## src/rtl/irq_group_pkg.sv

```systemverilog
package irq_group_pkg;

    localparam int unsigned OFS_LIVE  = 32'h0;
    localparam int unsigned OFS_BLOCK = 32'h4;
    localparam int unsigned OFS_LATCH = 32'h8;
    localparam int unsigned OFS_GATE  = 32'hC;

    typedef enum logic [2:0] {
        SEL_NONE,
        SEL_LIVE,
        SEL_BLOCK,
        SEL_LATCH,
        SEL_GATE
    } reg_sel_e;

    typedef struct packed {
        logic block;
        logic latch;
        logic gate;
    } wr_stb_t;

    function automatic reg_sel_e ofs_to_sel(input int unsigned ofs);
        case (ofs)
            OFS_LIVE:  return SEL_LIVE;
            OFS_BLOCK: return SEL_BLOCK;
            OFS_LATCH: return SEL_LATCH;
            OFS_GATE:  return SEL_GATE;
            default:   return SEL_NONE;
        endcase
    endfunction

endpackage

```

## src/rtl/irq_group_decode.sv

```systemverilog
module irq_group_decode
    import irq_group_pkg::*;
#(
    parameter int W  = 32,
    parameter int AW = 8
) (
    input  logic          bus_wr,
    input  logic [AW-1:0] bus_addr,
    input  logic [W-1:0]  live,
    input  logic [W-1:0]  block_q,
    input  logic [W-1:0]  latch_q,
    input  logic [W-1:0]  gate_q,
    output wr_stb_t       stb,
    output logic [W-1:0]  rdata
);
    reg_sel_e sel;

    always_comb begin
        sel       = ofs_to_sel(32'(bus_addr));
        stb.block = bus_wr && (sel == SEL_BLOCK);
        stb.latch = bus_wr && (sel == SEL_LATCH);
        stb.gate  = bus_wr && (sel == SEL_GATE);
        case (sel)
            SEL_LIVE:  rdata = live;
            SEL_BLOCK: rdata = block_q;
            SEL_LATCH: rdata = latch_q;
            SEL_GATE:  rdata = gate_q;
            default:   rdata = '0;
        endcase
    end

    always_comb begin
        a_one_strobe_r10: assert ($countones(stb) <= 1)
            else $error("more than one write strobe");
    end
endmodule

```

## src/rtl/irq_group_latch.sv

```systemverilog
module irq_group_latch #(
    parameter int W = 32
) (
    input  logic         clk,
    input  logic         rst,
    input  logic [W-1:0] evt,
    input  logic [W-1:0] block_q,
    input  logic         clr_stb,
    input  logic [W-1:0] clr_data,
    output logic [W-1:0] latch_q
);
    logic [W-1:0] clr_vec;
    logic [W-1:0] allowed;

    assign clr_vec = clr_stb ? clr_data : '0;
    assign allowed = evt & ~block_q;

    for (genvar g = 0; g < W; g++) begin : g_bit
        always_ff @(posedge clk) begin
            if (rst)
                latch_q[g] <= 1'b0;
            else if (allowed[g])
                latch_q[g] <= 1'b1;
            else if (clr_vec[g])
                latch_q[g] <= 1'b0;
        end
    end

    p_blocked_dropped_r3: assert property (@(posedge clk) disable iff (rst)
        1'b1 |=> ((latch_q & ~$past(latch_q) & $past(block_q)) == '0));

    p_w1c_clears_r4: assert property (@(posedge clk) disable iff (rst)
        1'b1 |=> ((latch_q & $past(clr_vec) & ~$past(allowed)) == '0));

    p_only_clear_falls_r4: assert property (@(posedge clk) disable iff (rst)
        1'b1 |=> ((~latch_q & $past(latch_q) & ~$past(clr_vec)) == '0));

    p_event_wins_r9: assert property (@(posedge clk) disable iff (rst)
        1'b1 |=> (($past(allowed) & ~latch_q) == '0));
endmodule

```

## src/rtl/irq_group_ctrl.sv

```systemverilog
module irq_group_ctrl
    import irq_group_pkg::*;
#(
    parameter int W = 32
) (
    input  logic         clk,
    input  logic         rst,
    input  wr_stb_t      stb,
    input  logic [W-1:0] wdata,
    input  logic [W-1:0] latch_q,
    output logic [W-1:0] block_q,
    output logic [W-1:0] gate_q,
    output logic         pending,
    output logic         upd_pulse,
    output logic         chk_pulse
);
    always_ff @(posedge clk) begin
        if (rst) begin
            block_q   <= '0;
            gate_q    <= '0;
            upd_pulse <= 1'b0;
            chk_pulse <= 1'b0;
        end else begin
            if (stb.block) block_q <= wdata;
            if (stb.gate)  gate_q  <= wdata;
            upd_pulse <= stb.gate | stb.latch;
            chk_pulse <= stb.gate | stb.block;
        end
    end

    assign pending = |(latch_q & gate_q);

    p_block_chk_r5: assert property (@(posedge clk) disable iff (rst)
        stb.block |=> (chk_pulse && !upd_pulse && block_q == $past(wdata)));

    p_gate_both_r6: assert property (@(posedge clk) disable iff (rst)
        stb.gate |=> (chk_pulse && upd_pulse && gate_q == $past(wdata)));

    p_latch_upd_r7: assert property (@(posedge clk) disable iff (rst)
        stb.latch |=> (upd_pulse && !chk_pulse));

    p_quiet_no_pulse_r7: assert property (@(posedge clk) disable iff (rst)
        (stb == '0) |=> (!upd_pulse && !chk_pulse));
endmodule

```

## src/rtl/irq_group.sv

```systemverilog
module irq_group
    import irq_group_pkg::*;
#(
    parameter int W  = 32,
    parameter int AW = 8
) (
    input  logic          clk,
    input  logic          rst,
    input  logic [W-1:0]  evt_in,
    input  logic          bus_wr,
    input  logic [AW-1:0] bus_addr,
    input  logic [W-1:0]  bus_wdata,
    output logic [W-1:0]  bus_rdata,
    output logic          irq_pending,
    output logic          upd_pulse,
    output logic          chk_pulse
);
    wr_stb_t      stb;
    logic [W-1:0] block_q;
    logic [W-1:0] latch_q;
    logic [W-1:0] gate_q;

    irq_group_decode #(.W(W), .AW(AW)) u_decode (
        .bus_wr   (bus_wr),
        .bus_addr (bus_addr),
        .live     (evt_in),
        .block_q  (block_q),
        .latch_q  (latch_q),
        .gate_q   (gate_q),
        .stb      (stb),
        .rdata    (bus_rdata)
    );

    irq_group_latch #(.W(W)) u_latch (
        .clk      (clk),
        .rst      (rst),
        .evt      (evt_in),
        .block_q  (block_q),
        .clr_stb  (stb.latch),
        .clr_data (bus_wdata),
        .latch_q  (latch_q)
    );

    irq_group_ctrl #(.W(W)) u_ctrl (
        .clk       (clk),
        .rst       (rst),
        .stb       (stb),
        .wdata     (bus_wdata),
        .latch_q   (latch_q),
        .block_q   (block_q),
        .gate_q    (gate_q),
        .pending   (irq_pending),
        .upd_pulse (upd_pulse),
        .chk_pulse (chk_pulse)
    );

    p_live_read_r2: assert property (@(posedge clk) disable iff (rst)
        (32'(bus_addr) == OFS_LIVE) |-> (bus_rdata == evt_in));

    p_stray_write_r10: assert property (@(posedge clk) disable iff (rst)
        (bus_wr && stb == '0) |=> ($stable(block_q) && $stable(gate_q)
                                   && !upd_pulse && !chk_pulse));

    p_stray_read_r10: assert property (@(posedge clk) disable iff (rst)
        (ofs_to_sel(32'(bus_addr)) == SEL_NONE) |-> (bus_rdata == '0));
endmodule

```

## config.mk

```make
export PLATFORM = sky130hd
export DESIGN_NAME = irq_group
export DESIGN_NICKNAME = d
export VERILOG_FILES = /design/src/rtl/irq_group_pkg.sv /design/src/rtl/irq_group_decode.sv /design/src/rtl/irq_group_latch.sv /design/src/rtl/irq_group_ctrl.sv /design/src/rtl/irq_group.sv
export SDC_FILE = /design/constraint.sdc
export NUM_CORES = 1
export LEC_CHECK = 0
export BUFFER_PORTS_ARGS = -buffer_cell sky130_fd_sc_hd__buf_2
export CORE_ASPECT_RATIO = 0.8
export CORE_MARGIN = 5
export CORE_UTILIZATION = 62
export CTS_BUF_LIST = sky130_fd_sc_hd__clkbuf_2
export DETAILED_ROUTE_END_ITERATION = 10
export GPL_TIMING_DRIVEN = 0
export HOLD_SLACK_MARGIN = 0.03
export PLACE_DENSITY = 0.9
export SLEW_MARGIN = 20
export SYNTH_ARGS = -nofsm -noshare
export SYNTH_HDL_FRONTEND = slang
export SYNTH_SLANG_ARGS = --single-unit
```

## constraint.sdc

```tcl
create_clock -name clk -period 2.6 [get_ports clk]
set_input_delay 0.13 -clock clk [delete_from_list [all_inputs] [get_ports clk]]
set_output_delay 0.13 -clock clk [all_outputs]
set_load 0.01 [all_outputs]
```

==> results.ini <==
[drt]
first_pass_iters = 5
drt-met1-wl_um = 7249
routedWlPerCell_um = 22.57
finalWirelength_um = 19620
highest_layer = met4
drt_iter0_drc = 615
wl_met2_um = 9459
wl_met3_um = 2131
viasPerCell = 6.402
vias = 5563
ant_nets = 0
drc = 0

[grt]
grt_usage = 0.3540
grt_pass1_vias = 5813
grt_overflow = 0
antenna_found_initial = 1
grt_pass1_wl_um = 29950
grt_max_degree = 15

[synth]
synth_cell_types = 26
ys.flop_type = dfxtp_1
async_flop_share = 0
synth_area_um2 = 5708
synth_nets = 608
syn_inst = 533
yosys_register_bits = 98
ys_seq_area_frac = 0.3437
synth-edff-count = 0
syn_avg_cell_area_um2 = 10.71
yosysWarnings = 0

[sta]
setup_violations = 0
hold_viol_final = 0
skew_ns = 0.02515
worst_pin_slew_ns = 0.9365
grt_setup_unrepaired = false
clock.fmax_mhz = 418.7
timing.final.ws_setup_ns = 0.2116
finalMaxSlewViolations = 0
fin_crit_sh = 0.9186
relSlewSlack = 0.3757
fin_crit_ns = 2.388
setup_tns_ns = 0

[final_layout]
multi_input_area_um2 = 3470
fillerInstances = 505
drive_gt1_frac = 0.2709
regArea_um2 = 1962
fin_area_um2 = 7470
utilization = 0.8265
nets = 824
area_growth_pct = 30.86

[setup_path]
cp-start-kind = flip-flop
cp_max_fo = 3
crit_path_end_kind = output port
rr_worst_depth = 3
path_class = flip-flop to output port
critPathRequiredTime_ns = 2.47
worstPathArrival_ns = 2.26

[place]
place_congestion = 0.8811
pre_cts_slack_ns = 0.5856
io_buffers = 107
placed_area_um2 = 6387
hpwl_um = 12690

[worst_hold_path]
hold_class = input port to flip-flop
whs_path_depth = 3

[floorplan]
die_w_um = 117.3
start_util = 0.6316
die_y_um = 95.82
coreArea_um2 = 9037
row_count = 31
design.die.area_um2 = 11240
ios = 110

[pwr]
pwr-share-seq = 0.546
switching_share = 0.2849
power.leakage_nw = 3.336
peakVddDrop_mv = 0.3969
p_int_mw = 2.080
p_per_area_nw_per_um2 = 389.5
power_frac_comb = 0.201
switchingPower_uw = 828.9
pwr-share-clk = 0.254

[clocking]
cts_buffers = 9
cts.sinks = 98
clkTransAtPathRegs_ns = 0.28
clk_latency_ns = 0.61
h-tree-depth = 3
clockBufferDepth = 2
cts_root_buffer = clkbuf_2
post_cts_buffers = 0
tritoncts = done

[flow_run]
cap_violations = 0

[status]
status = finished, final reports clean

[cell usage in the layout (no fill, tap or decap), types with 2 or more instances in the layout]
cell | netlist | final
nand2b_1 | 160 | 160
buf_2 | 11 | 118
dlygate4sd3_1 | 0 | 98
dfxtp_1 | 98 | 98
mux2i_1 | 64 | 64
and3_1 | 33 | 33
a21oi_1 | 33 | 33
mux4_2 | 32 | 32
clkbuf_1 | 30 | 30
o41ai_2 | 29 | 29
a22oi_1 | 16 | 16
clkbuf_2 | 0 | 11
nand4_1 | 5 | 5
buf_6 | 3 | 3
buf_12 | 3 | 3
o41ai_1 | 3 | 3
buf_4 | 2 | 2
clkinv_2 | 0 | 2
[registers in the layout, summed over array words and instances, names as in the netlist]
| register | cells |
|---|---|
| u_ctrl.block_q | 32 |
| u_ctrl.chk_pulse | 1 |
| u_ctrl.gate_q | 32 |
| u_ctrl.upd_pulse | 1 |
| u_latch.latch_q | 32 |
[cell families (layout without fill, tap and decap cells)]
logic type	after synthesis	in the layout	share of synthesized area
simple gates	209	209	0.2321
other cells	0	1	0
flops	98	98	0.3437
compound gates	81	81	0.1372
mux	96	96	0.2385
buf+inv	49	269	0.04844
[metal layers]
metal / up-vias / global-route usage
li1: 2388 / -
met1: 2673 / 0.4221
met2: 409 / 0.5862
met3: 93 / 0.09805
met4: 0 / 0.1786
met5: - / 0
[what timing repair did]
item / CTS / global route
hold endpoints to repair: 97 / 0
hold buffers: 98 / 0
gates resized for setup: 0 / 0
[power groups by stage]
stage	logic, mW	registers [mW]	clock network (mW)
after floorplan	0.283	1.60	0
after global placement	0.424	1.61	0
after detailed placement	0.436	1.61	0
after CTS	0.558	1.58	0.724
after global routing	0.610	1.59	0.793
final	0.584	1.59	0.738
[synthesized netlist by cell type (all sizes together), types with 2 or more instances]
cell type    n  area [µm²]
dfxtp       98        1962
o41ai       32       498.0
clkbuf      30       112.6
mux2i       64       640.6
a21oi       33       165.2
buf         19       163.9
mux4        32       720.7
nand2b     160        1001
and3        33       206.5
nand4        5       31.28
a22oi       16       120.1
or4          2       18.77
[final cells by class]
cell class | instances | area share
Sequential cell | 98 | 0.2626
Buffer | 49 | 0.03702
Multi-Input combinational cell | 386 | 0.4645
Antenna cell | 1 | 0.0003350
Tap cell | 115 | 0.01926
Clock inverter | 4 | 0.005863
Clock buffer | 11 | 0.007370
Timing Repair Buffer | 205 | 0.2030
[worst paths after layout]
kind	from	to	slack, ns
worst max register to register	u_latch.latch_q[12]$_SDFFE_PP0P_	u_latch.latch_q[12]$_SDFFE_PP0P_	1.19
worst max-delay path	u_latch.latch_q[16]$_SDFFE_PP0P_	irq_pending	0.21
worst min register to register	u_ctrl.block_q[30]$_SDFFE_PP0P_	u_ctrl.block_q[30]$_SDFFE_PP0P_	0.50
worst min-delay path	rst	u_ctrl.gate_q[22]$_SDFFE_PP0P_	0.08
[critical path, cell delays in order, from the launching register on]
cell and delay [ns]:
dfxtp_1 0.42, a22oi_1 0.33, nand4_1 0.13, or4_1 0.58, buf_2 0.17
[stage by stage]
step | instances | hold WS, ns | power [mW]
after floorplan | 533 | 0.2737 | 1.879
after global placement | 755 | 0.3947 | 2.033
after detailed placement | 755 | 0.4051 | 2.048
after CTS | 868 | 0.06868 | 2.865
after global routing | 869 | 0.05639 | 2.995
final | 869 | 0.08013 | 2.909
Power figures use the tool's default switching activity.
